$ cat src/rtl/irq_pend_pkg.sv
package irq_pend_pkg;
  localparam int ID_W = 5;
  localparam int REG_W = 16;
  localparam int ADDR_W = 8;
  localparam logic [ADDR_W-1:0] REG_OFF = 8'h20;
  localparam int B_PEND = 15;
  localparam int B_BUSY = 14;
  localparam int B_FERR = 13;
  localparam int B_SUSP = 10;
  localparam int B_TCMPL = 9;
  localparam int B_TERR = 8;
  localparam int KINDS = 3;
  // flag triple ordered {susp, tcmpl, terr} so it lines up with bits 10:8
  typedef logic [KINDS-1:0] kind_vec_t;
endpackage

$ cat src/rtl/irq_lowest_enc.sv
module irq_lowest_enc #(
  parameter int N  = 8,
  parameter int IW = 5
) (
  input  logic [N-1:0]  req_i,
  output logic [IW-1:0] idx_o,
  output logic          vld_o
);
  always_comb begin
    idx_o = '0;
    vld_o = 1'b0;
    for (int c = N - 1; c >= 0; c--) begin
      if (req_i[c]) begin
        idx_o = IW'(c);
        vld_o = 1'b1;
      end
    end
  end
endmodule

$ cat src/rtl/irq_ch_mux.sv
module irq_ch_mux #(
  parameter int N  = 8,
  parameter int DW = 3,
  parameter int IW = 5
) (
  input  logic [N-1:0][DW-1:0] data_i,
  input  logic [IW-1:0]        idx_i,
  output logic [DW-1:0]        data_o,
  output logic                 hit_o
);
  // index outside 0..N-1 yields zero data and no hit
  always_comb begin
    data_o = '0;
    hit_o  = 1'b0;
    for (int c = 0; c < N; c++) begin
      if (idx_i == IW'(c)) begin
        data_o = data_i[c];
        hit_o  = 1'b1;
      end
    end
  end
endmodule

$ cat src/rtl/irq_flag_bank.sv
module irq_flag_bank
  import irq_pend_pkg::*;
#(
  parameter int NUM_CH = 8
) (
  input  logic                     clk_i,
  input  logic                     rst_ni,
  input  logic [NUM_CH-1:0][KINDS-1:0] set_i,
  input  logic                     clr_en_i,
  input  logic [ID_W-1:0]          clr_id_i,
  input  kind_vec_t                clr_mask_i,
  output logic [NUM_CH-1:0][KINDS-1:0] flags_o,
  output logic [NUM_CH-1:0][KINDS-1:0] flags_d_o
);
  for (genvar c = 0; c < NUM_CH; c++) begin : g_ch
    logic      clr_hit;
    kind_vec_t flg_q;

    assign clr_hit = clr_en_i && (clr_id_i == ID_W'(c));
    // set wins over a same-cycle clear
    assign flags_d_o[c] = (flg_q & ~(clr_mask_i & {KINDS{clr_hit}})) | set_i[c];

    always_ff @(posedge clk_i or negedge rst_ni) begin
      if (!rst_ni) flg_q <= '0;
      else         flg_q <= flags_d_o[c];
    end

    assign flags_o[c] = flg_q;
  end
endmodule

$ cat src/rtl/irq_id_ctrl.sv
module irq_id_ctrl
  import irq_pend_pkg::*;
#(
  parameter int NUM_CH = 8
) (
  input  logic              clk_i,
  input  logic              rst_ni,
  input  logic              sel_wr_i,
  input  logic [ID_W-1:0]   sel_wdata_i,
  input  logic              sel_drain_i,
  input  logic [NUM_CH-1:0] set_any_i,
  input  logic [ID_W-1:0]   low_idx_i,
  input  logic              low_vld_i,
  output logic [ID_W-1:0]   sel_o,
  output logic [ID_W-1:0]   cur_id_o
);
  logic            sw_q;
  logic [ID_W-1:0] sel_q;
  logic [NUM_CH-1:0] below;
  logic            lower_set;

  for (genvar c = 0; c < NUM_CH; c++) begin : g_below
    assign below[c] = set_any_i[c] && (ID_W'(c) < sel_q);
  end
  assign lower_set = |below;

  always_ff @(posedge clk_i or negedge rst_ni) begin
    if (!rst_ni) begin
      sw_q  <= 1'b0;
      sel_q <= '0;
    end else if (sel_wr_i) begin
      sw_q  <= 1'b1;
      sel_q <= sel_wdata_i;
    end else if (sw_q && (lower_set || sel_drain_i)) begin
      sw_q <= 1'b0;
    end
  end

  assign sel_o    = sel_q;
  assign cur_id_o = sw_q ? sel_q : (low_vld_i ? low_idx_i : '0);
endmodule

$ cat src/rtl/irq_pend_agg.sv
module irq_pend_agg
  import irq_pend_pkg::*;
#(
  parameter int NUM_CH = 8
) (
  input  logic              clk_i,
  input  logic              rst_ni,
  input  logic [NUM_CH-1:0] susp_set_i,
  input  logic [NUM_CH-1:0] tcmpl_set_i,
  input  logic [NUM_CH-1:0] terr_set_i,
  input  logic [NUM_CH-1:0] pend_i,
  input  logic [NUM_CH-1:0] busy_i,
  input  logic [NUM_CH-1:0] ferr_i,
  input  logic [7:0]        addr_i,
  input  logic              wr_i,
  input  logic [15:0]       wdata_i,
  output logic [15:0]       rdata_o,
  output logic              irq_o
);
  localparam int REC_W = 2 * KINDS;

  logic [NUM_CH-1:0][KINDS-1:0] set_vec, flags_q, flags_d;
  logic [NUM_CH-1:0][REC_W-1:0] rec_vec;
  logic [NUM_CH-1:0] ch_any, set_any;
  logic [ID_W-1:0]   low_idx, cur_id, sel_q;
  logic              low_vld, any_pend;
  logic              hit, clr_wr, sel_wr, sel_drain, sel_hit, cur_hit;
  kind_vec_t         w1c, sel_nxt;
  logic [REC_W-1:0]  cur_rec;
  logic [REG_W-1:0]  reg_val;
  logic              unused_wdata;

  for (genvar c = 0; c < NUM_CH; c++) begin : g_pack
    assign set_vec[c] = {susp_set_i[c], tcmpl_set_i[c], terr_set_i[c]};
    assign set_any[c] = |set_vec[c];
    assign ch_any[c]  = |flags_q[c];
    assign rec_vec[c] = {pend_i[c], busy_i[c], ferr_i[c], flags_q[c]};
  end

  assign hit    = wr_i && (addr_i == REG_OFF);
  assign w1c    = wdata_i[B_SUSP:B_TERR];
  assign clr_wr = hit && (|w1c);
  assign sel_wr = hit && !(|w1c);
  assign unused_wdata = ^{wdata_i[15:11], wdata_i[7:5]};

  irq_lowest_enc #(.N(NUM_CH), .IW(ID_W)) u_enc (
    .req_i (ch_any),
    .idx_o (low_idx),
    .vld_o (low_vld)
  );

  irq_flag_bank #(.NUM_CH(NUM_CH)) u_bank (
    .clk_i      (clk_i),
    .rst_ni     (rst_ni),
    .set_i      (set_vec),
    .clr_en_i   (clr_wr),
    .clr_id_i   (cur_id),
    .clr_mask_i (w1c),
    .flags_o    (flags_q),
    .flags_d_o  (flags_d)
  );

  irq_ch_mux #(.N(NUM_CH), .DW(KINDS), .IW(ID_W)) u_sel_mux (
    .data_i (flags_d),
    .idx_i  (sel_q),
    .data_o (sel_nxt),
    .hit_o  (sel_hit)
  );

  // selected channel ends up empty after a clear write
  assign sel_drain = clr_wr && sel_hit && !(|sel_nxt);

  irq_id_ctrl #(.NUM_CH(NUM_CH)) u_ctl (
    .clk_i       (clk_i),
    .rst_ni      (rst_ni),
    .sel_wr_i    (sel_wr),
    .sel_wdata_i (wdata_i[ID_W-1:0]),
    .sel_drain_i (sel_drain),
    .set_any_i   (set_any),
    .low_idx_i   (low_idx),
    .low_vld_i   (low_vld),
    .sel_o       (sel_q),
    .cur_id_o    (cur_id)
  );

  irq_ch_mux #(.N(NUM_CH), .DW(REC_W), .IW(ID_W)) u_cur_mux (
    .data_i (rec_vec),
    .idx_i  (cur_id),
    .data_o (cur_rec),
    .hit_o  (cur_hit)
  );

  assign any_pend = |ch_any;

  always_comb begin
    reg_val = '0;
    if (cur_hit) begin
      reg_val[B_PEND]         = cur_rec[5];
      reg_val[B_BUSY]         = cur_rec[4];
      reg_val[B_FERR]         = cur_rec[3];
      reg_val[B_SUSP:B_TERR]  = cur_rec[KINDS-1:0];
    end
    if (any_pend) reg_val[ID_W-1:0] = cur_id;
  end

  assign rdata_o = (addr_i == REG_OFF) ? reg_val : '0;
  assign irq_o   = any_pend;
endmodule

$ cat config.mk
export PLATFORM = sky130hd
export DESIGN_NAME = irq_pend_agg
export DESIGN_NICKNAME = d
export VERILOG_FILES = /design/src/rtl/irq_pend_pkg.sv /design/src/rtl/irq_lowest_enc.sv /design/src/rtl/irq_ch_mux.sv /design/src/rtl/irq_flag_bank.sv /design/src/rtl/irq_id_ctrl.sv /design/src/rtl/irq_pend_agg.sv
export SDC_FILE = /design/constraint.sdc
export NUM_CORES = 1
export LEC_CHECK = 0
export ABC_AREA = 1
export BUFFER_PORTS_ARGS = -buffer_cell sky130_fd_sc_hd__buf_2
export CORE_UTILIZATION = 40
export CTS_CLUSTER_SIZE = 28
export DETAILED_ROUTE_END_ITERATION = 12
export GPL_TIMING_DRIVEN = 0
export PLACE_DENSITY = 0.74
export SLEW_MARGIN = 15
export SYNTH_ARGS = -nofsm -noshare
export SYNTH_HDL_FRONTEND = slang
export SYNTH_HIERARCHICAL = 1
export SYNTH_SLANG_ARGS = --single-unit
export TNS_END_PERCENT = 1
$ cat constraint.sdc
create_clock -name clk_i -period 3.9 [get_ports clk_i]
set_input_delay 0.195 -clock clk_i [delete_from_list [all_inputs] [get_ports clk_i]]
set_output_delay 0.195 -clock clk_i [all_outputs]
set_load 0.01 [all_outputs]
# After elaboration in Yosys (flattened, before gate mapping)
# Cells that the tools add are included.
dict set report totals {
  ff_bits 30
  latch_bits 0
  ramBits 0
  rom_bits 0
  input_bits 75
  output_inout_bits 17
  wordCells 169
  memories 0
}
dict set report op_classes {
  addsub 0
  multipliers 0
  n_div 0
  n_lt_le_gt_ge 8
  eq_ne 15
  n_shift 0
  n_mux 56
  bitwise 32
  reduce_logical 48
}
# operator n
set ops {}
lappend ops {{3-bit 2-to-1 mux} 19}
lappend ops {{3-bit OR reduction} 18}
lappend ops {{3-bit bitwise AND} 16}
lappend ops {{6-bit 2-to-1 mux} 8}
lappend ops {{5-bit by 3-bit equality test with 1-bit output (second input constant)} 8}
lappend ops {{1-bit 2-to-1 mux} 26}
lappend ops {{3-bit inverter} 8}
lappend ops {{3-bit bitwise OR} 8}
lappend ops {{24-bit OR reduction} 1}
lappend ops {{1-bit logical AND} 22}
lappend ops {{5-bit by 2-bit equality test with 1-bit output (second input constant)} 4}
lappend ops {{3-bit by 5-bit < comparator with 1-bit output (first input constant)} 4}
lappend ops {{16-bit 2-to-1 mux} 1}
lappend ops {{5-bit by 1-bit equality test with 1-bit output (second input constant)} 2}
lappend ops {{5-bit logical NOT} 2}
lappend ops {{1-bit by 5-bit < comparator with 1-bit output (first input constant)} 2}
lappend ops {{2-bit by 5-bit < comparator with 1-bit output (first input constant)} 2}
lappend ops {{5-bit 2-to-1 mux} 2}
lappend ops {{8-bit by 6-bit equality test with 1-bit output (second input constant)} 1}
lappend ops {{8-bit OR reduction} 1}
lappend ops {{1-bit logical NOT} 2}
lappend ops {{2-bit nonzero test} 1}
lappend ops {{1-bit logical OR} 1}

# Longest topological paths before layout
dict set report depth {
  ltp_word 32
  mapped_depth 32
  mapped_depth_nobuf 32
}

# Cells and area by module
# The synthesis kept the hierarchy.
# module instances cells_each area_each_um2 seq_area_each_um2
set by_module_without_submodules {}
lappend by_module_without_submodules {irq_flag_bank 1 140 1112.3 600.6}
lappend by_module_without_submodules {{irq_ch_mux (u_cur_mux)} 1 107 515.5 0.0}
lappend by_module_without_submodules {irq_pend_agg 1 94 424.2 0.0}
lappend by_module_without_submodules {irq_id_ctrl 1 64 412.9 150.1}
lappend by_module_without_submodules {{irq_ch_mux (u_sel_mux)} 1 63 319.1 0.0}
lappend by_module_without_submodules {irq_lowest_enc 1 25 117.6 0.0}

# Worst setup path before layout
# OpenSTA, ideal clock, no wires.
dict set report synth_timing {
  kind {register -> register}
  from {register u_bank.g_ch[4].flg_q[1]}
  to {register u_ctl.sw_q}
  setup_time_ns 0.116
  arrival_time_ns 3.124
  t_required_ns 3.784
  setup_slack_ns 0.660
  path_stages_with_launch 27
  path_buffers 0
  synth_period_minus_slack_ns 3.240
  cell_sequence {dfrtp_1 > or2_1 > or2_2 > nor3_2 > nand2_1 > nand3_1 > o21ai_0 > nor2_2 > nand3_1 > nand2_1 > nand2_1 > nand4_1 > nand2_1 > nor2_1 > nand3_1 > nand2_1 > nand3_1 > nor2_1 > nand3b_1 > nor2_1 > nor2_1 > nand2_1 > nor2_1 > nand2_1 > nor2_1 > nand2_1 > nand2_1}
}
# item line
set synth_rtl {}
lappend synth_rtl {{start, declared} irq_flag_bank.sv:17} ;# kind_vec_t flg_q;
lappend synth_rtl {{start signal, assigned} irq_flag_bank.sv:25} ;# else flg_q <= flags_d_o[c];
lappend synth_rtl {{end signal, assigned} irq_id_ctrl.sv:29} ;# sw_q <= 1'b0;
lappend synth_rtl {{end signal, assigned} irq_id_ctrl.sv:32} ;# sw_q <= 1'b1;
lappend synth_rtl {{end signal, assigned} irq_id_ctrl.sv:35} ;# sw_q <= 1'b0;
lappend synth_rtl {{end, declared} irq_id_ctrl.sv:17} ;# logic sw_q;

==> flow_metrics.py <==
metrics = {
    "clock_tree": {
        "post_cts_buffers": 0,
        "cts.htree.levels": 2,
        "clockRootBuffer": "clkbuf_8",
        "clockBufferDepth": 2,
        "clock_latency_ps": 290,
        "clkSlewWorstSetupHoldPaths_ps": 70,
        "clkSinkCount": 30,
        "cts_tree": "built",
        "cts_buffers": 5,
    },
    "sta": {
        "post-route-period-util": 0.9363,
        "slew_violations": 0,
        "hold_ws_ps": 109.0,
        "rsz0062_at_grt": "no",
        "clock-skew-final_ps": 9.352,
        "tightest_slew_ps": 787.5,
        "max_freq_mhz": 273.9,
        "setup_viol": 0,
        "slew_headroom": 0.4695,
        "min_period_ps": 3652,
        "finalHoldViolations": 0,
    },
    "power_and_ir_drop": {
        "p_per_area_nw_per_um2": 189.8,
        "vdd_ir_drop_max_v": 0.0001224,
        "p_leak_nw": 1.978,
        "power.total_mw": 0.6762,
    },
    "synth": {
        "yosys_register_bits": 30,
        "ys_types": 30,
        "postSynthCellCount": 493,
        "syn_area_um2": 2902,
        "synth-warning-count": 6,
        "yosysSeqAreaShare": 0.2587,
        "syn_area_per_cell_um2": 5.885,
    },
    "worst_hold_path": {
        "min_path_type": "in -> reg",
        "hold_end": "u_ctl/sel_o[1]$_DFFE_PN0P_",
        "hold-path-cell-count": 3,
        "worstHoldStart": "wdata_i[1]",
    },
    "setup_path": {
        "r2r-end": "u_ctl/sw_q$_DFFE_PN0P_",
        "r2r-start": "u_bank/g_ch[4].flg_q[1]$_DFF_PN0_",
        "worstSetupEndpointType": "flop",
        "cp.arrival_ps": 3830,
        "ff2ff_setup_slack_ps": 250,
        "slowest_delay_ps": 410,
        "worstSetupPathType": "reg -> reg",
        "cp_slowest_cell": "dfrtp_1",
        "worstRegToRegCells": 29,
        "required_ps": 4080,
        "critPathMaxFanout": 10,
        "crit_top_cell": "nand2_1",
        "cp-start-kind": "flop",
    },
    "grt": {
        "track_usage": 0.2491,
        "grt-ovfl-total": 0,
        "grt_pass1_wl_um": 14320,
        "antenna_found_initial": 0,
        "grt_start_max_net_pins": 31,
        "grt_pass1_vias": 3059,
    },
    "layout": {
        "nFillCells": 764,
        "area_growth_pct": 22.77,
        "num-nets-final": 661,
        "drive_gt1_frac": 0.2555,
        "antennaDiodeCount": 0,
        "utilization": 0.5158,
        "multi_input_area_um2": 1749,
        "ff_latch_area_um2": 750.7,
    },
    "placed_design": {
        "gp_congestion": 0.9391,
        "dp_hpwl_um": 7330,
        "io_buffers": 78,
    },
    "flow_run": {
        "max_cap_viol_count": 0,
    },
    "floorplan": {
        "dieArea_um2": 7599,
        "core-area_um2": 6907,
        "io_pins": 92,
        "initial_core_util": 0.4201,
        "fp-row-count": 30,
        "die_y_um": 87.17,
        "die_w_um": 87.17,
    },
    "outcome": {
        "status": "complete, no violations",
    },
    "route": {
        "wl_um": 8882,
        "first_pass_iters": 5,
        "dr_total_vias": 3346,
        "ant_nets": 0,
        "via_per_inst": 4.899,
        "wire_per_inst_um": 13.00,
        "drc": 0,
        "drtIter0Drc": 228,
    },
}
## power breakdown
group,switching (mW),internal (mW)
logic,0.0512,0.0413
clock network,0.128,0.142
registers,0.00217,0.312
total,0.181,0.495
## metrics by stage
step,cells,setup WS [ps],setup TNS (ps),area [µm²]
2_1_floorplan,498,659.8,0,2920
3_3_place_gp,672,-140.4,-140.4,3431
3_5_place_dp,674,50.73,0,3446
4_1_cts,683,19.06,0,3551
5_1_grt,683,11.32,0,3562
6_report,683,248.4,0,3562
## critical path, delay by kind of cell (launching register included)
kind,cells,cell delay (ps)
buf+inv,2,230
simple gates,26,2740
flops,1,410
compound gates,1,140
## synth_stat cells
cell type  number  area share
nor2_4          8       0.031
a21oi_1         1      0.0017
clkbuf_1        1      0.0013
inv_1          75       0.097
buf_4           7       0.018
or2_0           2      0.0043
or2_1           2      0.0043
o21ai_0        11       0.019
dfrtp_1        30        0.26
nand3b_1        3      0.0078
o21bai_1        6       0.016
or2_2           1      0.0022
a31oi_1         1      0.0022
inv_2          11       0.014
nor3_1          1      0.0017
conb_1          2      0.0026
nor4_2          1      0.0043
nor3_2          1      0.0034
nand4_4         1      0.0073
buf_6           2      0.0078
nand4_1        26       0.056
nand3_1        47       0.081
nand2_1       156        0.20
nor2_2         12       0.026
or3_1           8       0.017
o21ai_1         2      0.0034
buf_2           6       0.010
nand3_2         2      0.0069
nand2_2         7       0.015
nor2_1         60       0.078
## registers in the layout, summed over array words and instances, names as in the netlist
name / cells
u_bank/g_ch.flg_q: 24
u_ctl/sw_q: 1
u_ctl/sel_o: 5
## layer usage
| layer | routed length [µm] | track usage | vias to the layer above |
|---|---|---|---|
| li1 | - | - | 1710 |
| met3 | 614 | 0.03033 | 23 |
| met4 | 285 | 0.1088 | 0 |
| met1 | 3913 | 0.3209 | 1461 |
| met5 | 0 | 0 | - |
| met2 | 4068 | 0.4202 | 152 |
## cell type report
type | count | area share
plain buffers | 16 | 0.03056
clock buffers | 6 | 0.02318
clock inverters | 2 | 0.003512
inverters | 86 | 0.09062
multi-input cells | 366 | 0.4910
flip-flops and latches | 30 | 0.2107
well taps | 96 | 0.03372
repair buffers | 81 | 0.1166
## cells in the final DEF, fill, tap and decap left out, types with 7 or more instances in the layout
master	count
nand2_1	156
nor2_1	60
nand4_1	26
nand3_1	47
o21ai_0	8
nand2_2	7
conb_1	7
nor2_2	12
inv_1	75
buf_4	9
inv_2	11
buf_2	84
or3_1	8
nor2_4	8
dfrtp_1	30
## worst max path at each step
stage                                           start                      to  slack, ps  cells after the start
floorplan           u_bank/g_ch[4].flg_q[1]$_DFF_PN0_  u_ctl/sw_q$_DFFE_PN0P_        660                     26
global placement    u_bank/g_ch[4].flg_q[1]$_DFF_PN0_  u_ctl/sw_q$_DFFE_PN0P_       -140                     26
detailed placement  u_bank/g_ch[4].flg_q[1]$_DFF_PN0_  u_ctl/sw_q$_DFFE_PN0P_         50                     29
CTS                 u_bank/g_ch[4].flg_q[1]$_DFF_PN0_  u_ctl/sw_q$_DFFE_PN0P_         20                     29
global route        u_bank/g_ch[4].flg_q[0]$_DFF_PN0_  u_ctl/sw_q$_DFFE_PN0P_         10                     29
finish              u_bank/g_ch[4].flg_q[1]$_DFF_PN0_  u_ctl/sw_q$_DFFE_PN0P_        250                     29
## cells by family (layout without fill, tap and decap cells)
kind of cell,Yosys count,after routing,synth area share
buf+inv,102,191,0.1488
simple gates,338,338,0.5481
other cells,2,7,0.002588
compound gates,21,21,0.04183
flops,30,30,0.2587
## repair_timing
action | 4_1_cts | 5_1_grt
endpoints found under the hold margin | 30 | 0
gates resized for setup | 0 | 4
endpoints found under the setup margin | 0 | 1
hold buffers | 1 | 0
No activity file was read; power rests on OpenSTA's default activity.
